`config.mk`:
```
export PLATFORM = sky130hd
export DESIGN_NAME = bus_cycle_seq
export DESIGN_NICKNAME = d
export VERILOG_FILES = /design/src/rtl/bcs_pkg.sv /design/src/rtl/bcs_fsm.sv /design/src/rtl/bcs_addr_stage.sv /design/src/rtl/bcs_data_stage.sv /design/src/rtl/bus_cycle_seq.sv
export SDC_FILE = /design/constraint.sdc
export NUM_CORES = 1
export LEC_CHECK = 0
export BUFFER_PORTS_ARGS = -buffer_cell sky130_fd_sc_hd__buf_2
export CORE_UTILIZATION = 29
export CTS_CLUSTER_SIZE = 40
export DETAILED_ROUTE_END_ITERATION = 6
export GPL_TIMING_DRIVEN = 0
export PLACE_DENSITY = 0.58
export RECOVER_POWER = 100
export SETUP_SLACK_MARGIN = 0.5
export SYNTH_ARGS = -nofsm -noshare
export SYNTH_HDL_FRONTEND = slang
export SYNTH_HIERARCHICAL = 1
export SYNTH_SLANG_ARGS = --single-unit
```
`constraint.sdc`:
```
create_clock -name clk -period 1.9 [get_ports clk]
set_input_delay 0.57 -clock clk [delete_from_list [all_inputs] [get_ports clk]]
set_output_delay 0.57 -clock clk [all_outputs]
set_load 0.01 [all_outputs]
```
`src/rtl/bcs_pkg.sv`:
```
package bcs_pkg;
  // Bus states: first state and data phase of a normal cycle, first state of a
  // pipelined cycle, data phase with the next address already strobed, and
  // data phase with an early-address grant but no request yet.
  typedef enum logic [2:0] {
    S_IDLE = 3'd0,
    S_T1   = 3'd1,
    S_T2   = 3'd2,
    S_T1P  = 3'd3,
    S_T2P  = 3'd4,
    S_T2I  = 3'd5
  } bus_state_t;
endpackage

```
`src/rtl/bcs_fsm.sv`:
```
module bcs_fsm
  import bcs_pkg::*;
(
  input  logic       clk,
  input  logic       rst_n,
  input  logic       req_valid,
  input  logic       req_legal,
  input  logic       bus_rdy,
  input  logic       bus_nxt,
  output logic       req_ready,
  output logic       launch,
  output logic       begin_np,
  output logic       begin_p,
  output logic       cyc_end,
  output bus_state_t state
);
  bus_state_t nxt_st;
  logic       in_data;

  assign in_data = (state == S_T2) || (state == S_T2I) || (state == S_T2P);

  always_comb begin
    case (state)
      S_IDLE:  req_ready = 1'b1;
      S_T2:    req_ready = bus_rdy | bus_nxt;
      S_T2I:   req_ready = 1'b1;
      default: req_ready = 1'b0;
    endcase
  end

  assign launch = req_valid & req_ready & req_legal;

  always_comb begin
    nxt_st = state;
    case (state)
      S_IDLE: begin
        if (launch) nxt_st = S_T1;
      end
      S_T1:  nxt_st = S_T2;
      S_T1P: nxt_st = S_T2;
      S_T2: begin
        if (bus_rdy)      nxt_st = launch ? S_T1 : S_IDLE;
        else if (bus_nxt) nxt_st = launch ? S_T2P : S_T2I;
      end
      S_T2I: begin
        if (bus_rdy)     nxt_st = launch ? S_T1 : S_IDLE;
        else if (launch) nxt_st = S_T2P;
      end
      S_T2P: begin
        if (bus_rdy) nxt_st = S_T1P;
      end
      default: nxt_st = S_IDLE;
    endcase
  end

  assign cyc_end  = bus_rdy & in_data;
  assign begin_np = launch & (nxt_st == S_T1);
  assign begin_p  = bus_rdy & (state == S_T2P);

  always_ff @(posedge clk or negedge rst_n) begin
    if (!rst_n) state <= S_IDLE;
    else        state <= nxt_st;
  end
endmodule

```
`src/rtl/bcs_addr_stage.sv`:
```
module bcs_addr_stage #(
  parameter int AW  = 30,
  parameter int BEW = 4
) (
  input  logic           clk,
  input  logic           rst_n,
  input  logic           launch,
  input  logic [AW-1:0]  req_addr,
  input  logic [BEW-1:0] req_be,
  input  logic           req_wr,
  input  logic           req_data,
  input  logic           req_mem,
  input  logic           req_lock,
  output logic           bus_strobe,
  output logic [AW-1:0]  bus_addr,
  output logic [BEW-1:0] bus_be,
  output logic           bus_wr,
  output logic           bus_data,
  output logic           bus_mem,
  output logic           pend_lock
);
  // Address and type registers load only on a launch and hold otherwise.
  always_ff @(posedge clk or negedge rst_n) begin
    if (!rst_n) begin
      bus_strobe <= 1'b0;
      bus_addr   <= '0;
      bus_be     <= '0;
      bus_wr     <= 1'b0;
      bus_data   <= 1'b1;
      bus_mem    <= 1'b0;
      pend_lock  <= 1'b0;
    end else begin
      bus_strobe <= launch;
      if (launch) begin
        bus_addr  <= req_addr;
        bus_be    <= req_be;
        bus_wr    <= req_wr;
        bus_data  <= req_data;
        bus_mem   <= req_mem;
        pend_lock <= req_lock;
      end
    end
  end
endmodule

```
`src/rtl/bcs_data_stage.sv`:
```
module bcs_data_stage #(
  parameter int DW = 32
) (
  input  logic          clk,
  input  logic          rst_n,
  input  logic          begin_np,
  input  logic          begin_p,
  input  logic          cyc_end,
  input  logic          req_wr,
  input  logic          req_lock,
  input  logic          pend_wr,
  input  logic          pend_lock,
  input  logic [DW-1:0] bus_rdata,
  output logic          bus_lock,
  output logic          rsp_valid,
  output logic [DW-1:0] rsp_data
);
  logic cur_wr;
  logic cur_lock;
  logic rd_end;

  assign rd_end   = cyc_end & ~cur_wr;
  assign bus_lock = cur_lock;

  // Tracks the cycle that owns the bus states, which under pipelining lags
  // the address registers by one cycle.
  always_ff @(posedge clk or negedge rst_n) begin
    if (!rst_n) begin
      cur_wr    <= 1'b0;
      cur_lock  <= 1'b0;
      rsp_valid <= 1'b0;
      rsp_data  <= '0;
    end else begin
      rsp_valid <= rd_end;
      if (rd_end) rsp_data <= bus_rdata;
      if (begin_np) begin
        cur_wr   <= req_wr;
        cur_lock <= req_lock;
      end else if (begin_p) begin
        cur_wr   <= pend_wr;
        cur_lock <= pend_lock;
      end else if (cyc_end) begin
        cur_lock <= 1'b0;
      end
    end
  end
endmodule

```
`src/rtl/bus_cycle_seq.sv`:
```
module bus_cycle_seq
  import bcs_pkg::*;
#(
  parameter int AW = 30,
  parameter int DW = 32,
  localparam int BEW = DW / 8
) (
  input  logic           clk,
  input  logic           rst_n,
  input  logic           req_valid,
  output logic           req_ready,
  input  logic [AW-1:0]  req_addr,
  input  logic [BEW-1:0] req_be,
  input  logic           req_wr,
  input  logic           req_data,
  input  logic           req_mem,
  input  logic           req_lock,
  output logic           bus_strobe,
  output logic [AW-1:0]  bus_addr,
  output logic [BEW-1:0] bus_be,
  output logic           bus_wr,
  output logic           bus_data,
  output logic           bus_mem,
  output logic           bus_lock,
  input  logic           bus_rdy,
  input  logic           bus_nxt,
  input  logic [DW-1:0]  bus_rdata,
  output logic           rsp_valid,
  output logic [DW-1:0]  rsp_data
);
  bus_state_t st;
  logic req_legal, launch, begin_np, begin_p, cyc_end, pend_lock;

  // I/O + control + write is a reserved type and is never issued.
  assign req_legal = ~(~req_mem & ~req_data & req_wr);

  bcs_fsm u_fsm (
    .clk(clk), .rst_n(rst_n), .req_valid(req_valid), .req_legal(req_legal),
    .bus_rdy(bus_rdy), .bus_nxt(bus_nxt), .req_ready(req_ready),
    .launch(launch), .begin_np(begin_np), .begin_p(begin_p),
    .cyc_end(cyc_end), .state(st)
  );

  bcs_addr_stage #(.AW(AW), .BEW(BEW)) u_addr (
    .clk(clk), .rst_n(rst_n), .launch(launch), .req_addr(req_addr),
    .req_be(req_be), .req_wr(req_wr), .req_data(req_data), .req_mem(req_mem),
    .req_lock(req_lock), .bus_strobe(bus_strobe), .bus_addr(bus_addr),
    .bus_be(bus_be), .bus_wr(bus_wr), .bus_data(bus_data), .bus_mem(bus_mem),
    .pend_lock(pend_lock)
  );

  bcs_data_stage #(.DW(DW)) u_data (
    .clk(clk), .rst_n(rst_n), .begin_np(begin_np), .begin_p(begin_p),
    .cyc_end(cyc_end), .req_wr(req_wr), .req_lock(req_lock),
    .pend_wr(bus_wr), .pend_lock(pend_lock), .bus_rdata(bus_rdata),
    .bus_lock(bus_lock), .rsp_valid(rsp_valid), .rsp_data(rsp_data)
  );
endmodule

```
Yosys cells after proc, flatten, opt, wreduce, memory -nomap -nowiden
Cells that the tools add are included.

storage, ports and cells
  bits in registers = 77
  logic and storage cells = 53
  output and inout bits = 73
  input port bits = 75

operators by class
  equality and inequality tests = 6
  reduce and logical (&&, ||, !) cells = 7
  muxes and demuxes = 15
  bitwise logic cells = 13

operator list
  operator                                                         count
  3-bit two-way mux                                                6
  3-bit case mux with 5 select lines                               1
  1-bit AND                                                        8
  1-bit two-way mux                                                7
  3-bit by 1-bit == test with 1-bit output, second input constant  2
  3-bit by 2-bit == test with 1-bit output, second input constant  2
  3-bit == test, second input constant                             2
  1-bit inverter                                                   4
  2-bit OR reduction                                               2
  3-bit logical NOT                                                1
  3-bit nonzero test                                               1
  1-bit logical OR                                                 2
  1-bit case mux with 2 select lines                               1
  2-bit nonzero test                                               1
  1-bit bitwise OR                                                 1

Depth between registers and ports, before layout
  word-level depth = 12
  depth in mapped cells = 7
  gate-level depth less buffers = 5

Modules after synthesis
Netlist, hierarchy kept.

modules (own cells, without submodules)
  module          times used  cells an instance  seq. area each (sq um)  area an instance (sq um)
  bcs_addr_stage  1           81                 977.2                   1519.0
  bcs_data_stage  1           79                 875.8                   1473.9
  bcs_fsm         1           26                 75.1                    216.5
  bus_cycle_seq   1           1                  0.0                     8.8

Worst setup path before layout
Ideal clock, no wire load.

  path type = input port to flip-flop
  start point = input port req_data
  end point = register u_addr.bus_addr[10]
  slack = 0.019 ns
  arrival = 1.756 ns
  path buffers = 2
  required time = 1.775 ns
  stages on the path = 6
  library setup time = 0.125 ns
  path through = or3b_1 > nand2_1 > nor2_1 > buf_6 > buf_6 > mux2_4

between the ends
  longest elaborated chain between the ends = 5

RTL lines
  what                     RTL line              text
  from (decl)              bus_cycle_seq.sv:15   input logic req_data,
  1-bit inverter           bus_cycle_seq.sv:35   assign req_legal = ~(~req_mem & ~req_data & req_wr);
  1-bit AND (2 in series)  bus_cycle_seq.sv:35
  1-bit inverter           bus_cycle_seq.sv:35
  1-bit AND                bcs_fsm.sv:31         assign launch = req_valid & req_ready & req_legal;
  net launch               bus_cycle_seq.sv:32   logic req_legal, launch, begin_np, begin_p, cyc_end, pend_lock;
  to (signal assigned)     bcs_addr_stage.sv:35  bus_addr <= req_addr;
  to (decl)                bcs_addr_stage.sv:15  output logic [AW-1:0] bus_addr,

The timed path passes the listed nets, and every way through them passes these cells.
A chain may end at the register's enable or synchronous reset.

Worst setup path after layout
  start point = register u_fsm.state[2]
  end point = output port req_ready

between the ends
  longest elaborated chain between the ends = 3
  elaborated cells on any way between the ends = 5
  classes of those cells = 2 x eq/ne; 1 x mux; 2 x reduce/logical

RTL lines
  what                                                RTL line             text
  from (decl)                                         bcs_fsm.sv:15        output bus_state_t state
  from (signal assigned)                              bcs_fsm.sv:62        else state <= nxt_st;
  3-bit == test or 3-bit logical NOT (tied branches)  bcs_fsm.sv:23        case (state)
  2-bit OR reduction (no source line)                 n/a
  1-bit case mux with 2 select lines (*)              bcs_fsm.sv:23
  to (decl)                                           bus_cycle_seq.sv:11  output logic req_ready,

Every way passes the cells marked *; elsewhere a longest branch is shown, timed or not.

==> reports/metrics.csv <==
metric;value;unit
synthToLayoutAreaGrowth;64.9;%
setup.worst_path.class;flop to output pin;
final_max_slew_viol_count;0;
grt_remaining_overflow;0;
cp.required;1.33;ns
dieArea;11500;sq um
clockBufferDepth;2;
grt_usage;12.5;%
finalWorstSetupSlack;-0.0255;ns
drt_first_pass_iters;6;
cpPeakStageDelay;0.42;ns
yosysUniqueCellTypes;30;
worst-path-buf-inv;2;
rsz0062_at_grt;yes;
clock_latency;0.35;ns
path_clk_slew;0.08;ns
cp_top_family;flip-flops;
start_util;29.7;%
synth_top_area_share;59.1;%
ys_seq_area_share;59.9;%
worstSetupEndpointType;output pin;
gp_congestion;0.750;
die_h;107;um
max_freq;519;MHz
grt_pass1_vias;2361;
antenna_found_initial;0;
final_cell_mix;buf_2 (136), dfrtp_1 (74), buf_4 (55);
r2r-end;u_addr/bus_addr[18];
layout.nets;498;
port_buffers;147;
tns;-0.0255;ns
syn_area;3220;sq um
synth_top_cell_by_area;dfrtp_1;
finalSetupViolCount;1;
viasPerCell;4.22;
route.detailed.drc;0;
layout-drive-gt1-share;78.5;%
crit_arrival;1.36;ns
crit_slowest_cell;dfrtp_2;
grt_pass1_wl;11.2;mm
cts_num_sinks;77;
critical_path.cell_chain;or2_4 -> o21a_1 -> inv_1 -> buf_2;
final_hold_viol_count;0;
fp.dieW;107;um
grt_max_degree;45;
yosys_warnings;6;
ios;148;
yosys_register_bits;77;
cts-buffers-inserted;9;
ant_nets;0;
p_leak;2.67;nW
slew_headroom;42.8;%
synth_nets;262;
r2r-start;u_fsm/state[2];
drt_first_iter_violations;60;
violations;negative setup slack;
row_count;38;
place_inst;475;
vias;2397;
worstRegToRegCells;8;
cts_tree;built;
synth.area.top_cells;dfrtp_1 (59%), mux2_4 (23%), mux2_2 (7.3%);
hpwl;4.77;mm
coreArea;10800;sq um
powerDensity;1720;nW/um^2
final_common_cell;buf_2;
period_minus_slack;1.93;ns
rrSetupSlack;0.01;ns
clockRootBuffer;clkbuf_8;
routed_wl;7.63;mm
synthCells;187;
fin_crit_sh;101;%
routedWlPerCell;13.4;um
worst_pin_slew;0.858;ns
antenna_cells;0;
final_cells;568;
max-vdd-ir-drop;0.000701;V
critPathLaunchType;flop;
skew;0.00989;ns
h-tree-depth;3;
synth.avg_cell_area;17.2;sq um
status;finished with violations;
cp_max_fo;2;
min_path_type;input port to asynchronous set/reset pin;
cap_viol_max_count;0;
-- power by group --
part           internal (mW)  switching (mW)
Clock                  0.708           0.578
Combinational           3.23            1.70
Sequential              2.48           0.437
Total                   6.42            2.71
-- cells in the mapped netlist --
library cell   n
dfrtp_1       76
mux2_4        49
mux2_2        21
a21oi_1        4
buf_6          4
buf_12         3
nand2_1        3
nor2_1         3
inv_1          2
nor3_1         2
a211o_1        1
a21boi_1       1
a221oi_1       1
buf_2          1
dfstp_2        1
mux2i_1        1
nand2b_1       1
nand3b_1       1
nand4bb_1      1
nor2b_1        1
nor2b_4        1
nor3_2         1
nor3b_1        1
o21a_1         1
o21ai_0        1
o21bai_1       1
o22ai_1        1
or2_1          1
or3b_1         1
or3b_2         1
-- worst max path at each step --
stage / start / end / slack, ns / cells past startpoint
floorplan: req_mem / u_addr/bus_addr[10] / 0.10 / 6
global placement: rst_n / u_addr/bus_addr[7] / -0.31 / 1
detailed placement: req_mem / u_addr/bus_addr[26] / -0.09 / 7
CTS: u_fsm/state[2] / req_ready / -0.04 / 4
global route: u_fsm/state[2] / u_data/rsp_data[1] / -0.08 / 10
finish: u_fsm/state[2] / req_ready / -0.03 / 4
-- routing by layer --
layer / wire (um) / track usage, % / up-vias
li1: - / - / 1136
met5: 0 / 0 / -
met1: 3250 / 15.4 / 1170
met3: 456 / 3.09 / 12
met4: 151 / 6.36 / 0
met2: 3770 / 20.4 / 79
-- flip-flops by register name (all words and copies together), names as in the netlist, 3 cells and up --
signal	flops
u_data/rsp_data	32
u_addr/bus_addr	30
u_addr/bus_be	4
u_fsm/state	3
-- worst reg2reg max path, delay by kind of cell (launching register included) --
| kind | cells | cell delay, ns |
|---|---|---|
| DFF | 1 | 0.42 |
| and+or+nand+nor | 2 | 0.36 |
| AOI/OAI and AO/OA | 1 | 0.20 |
| muxes | 1 | 0.29 |
| buffers and inverters | 4 | 0.52 |
-- area by class of cell --
class                      instances  area (sq um)
clock buffer                      12           165
tap                              140           175
sequential                        77          1930
clock inverter                     4          45.0
multi-input combinational        100          1240
timing repair buffer             225          1590
inverter                           2          7.51
buffer                             8           150
fill                             985          5530
-- what timing repair did --
| item | CTS | global route |
|---|---|---|
| setup endpoints to repair | 146 | 150 |
| setup buffers | 42 | 29 |
| pin swaps | 2 | 2 |
| cloned | 3 | 3 |
| hold buffers | 0 | 0 |
| resized for setup | 26 | 19 |
-- cells by family (layout without fill, tap and decap cells) --
| family | after synthesis | after routing | synth area share (%) |
|---|---|---|---|
| DFF | 77 | 77 | 59.9 |
| and+or+nand+nor | 18 | 18 | 3.69 |
| buffers and inverters | 10 | 251 | 3.65 |
| AOI/OAI and AO/OA | 11 | 11 | 2.22 |
| muxes | 71 | 71 | 30.5 |
-- per-stage QoR --
stage / cell area (sq um) / total power, mW / hold WS, ns / utilization (%) / setup WS, ns
final: 5310 / 9.13 / 0.318 / 49.0 / -0.0255
after global routing: 5310 / 9.65 / 0.388 / 49.0 / -0.0843
after CTS: 4940 / 8.54 / 0.167 / 45.6 / -0.0354
after detailed placement: 4200 / 6.26 / 0.487 / 38.7 / -0.0883
after global placement: 4180 / 6.19 / 0.486 / 38.5 / -0.308
after floorplan: 3270 / 5.09 / 0.274 / - / 0.105
Note: power is estimated with default switching activity, not from simulation.
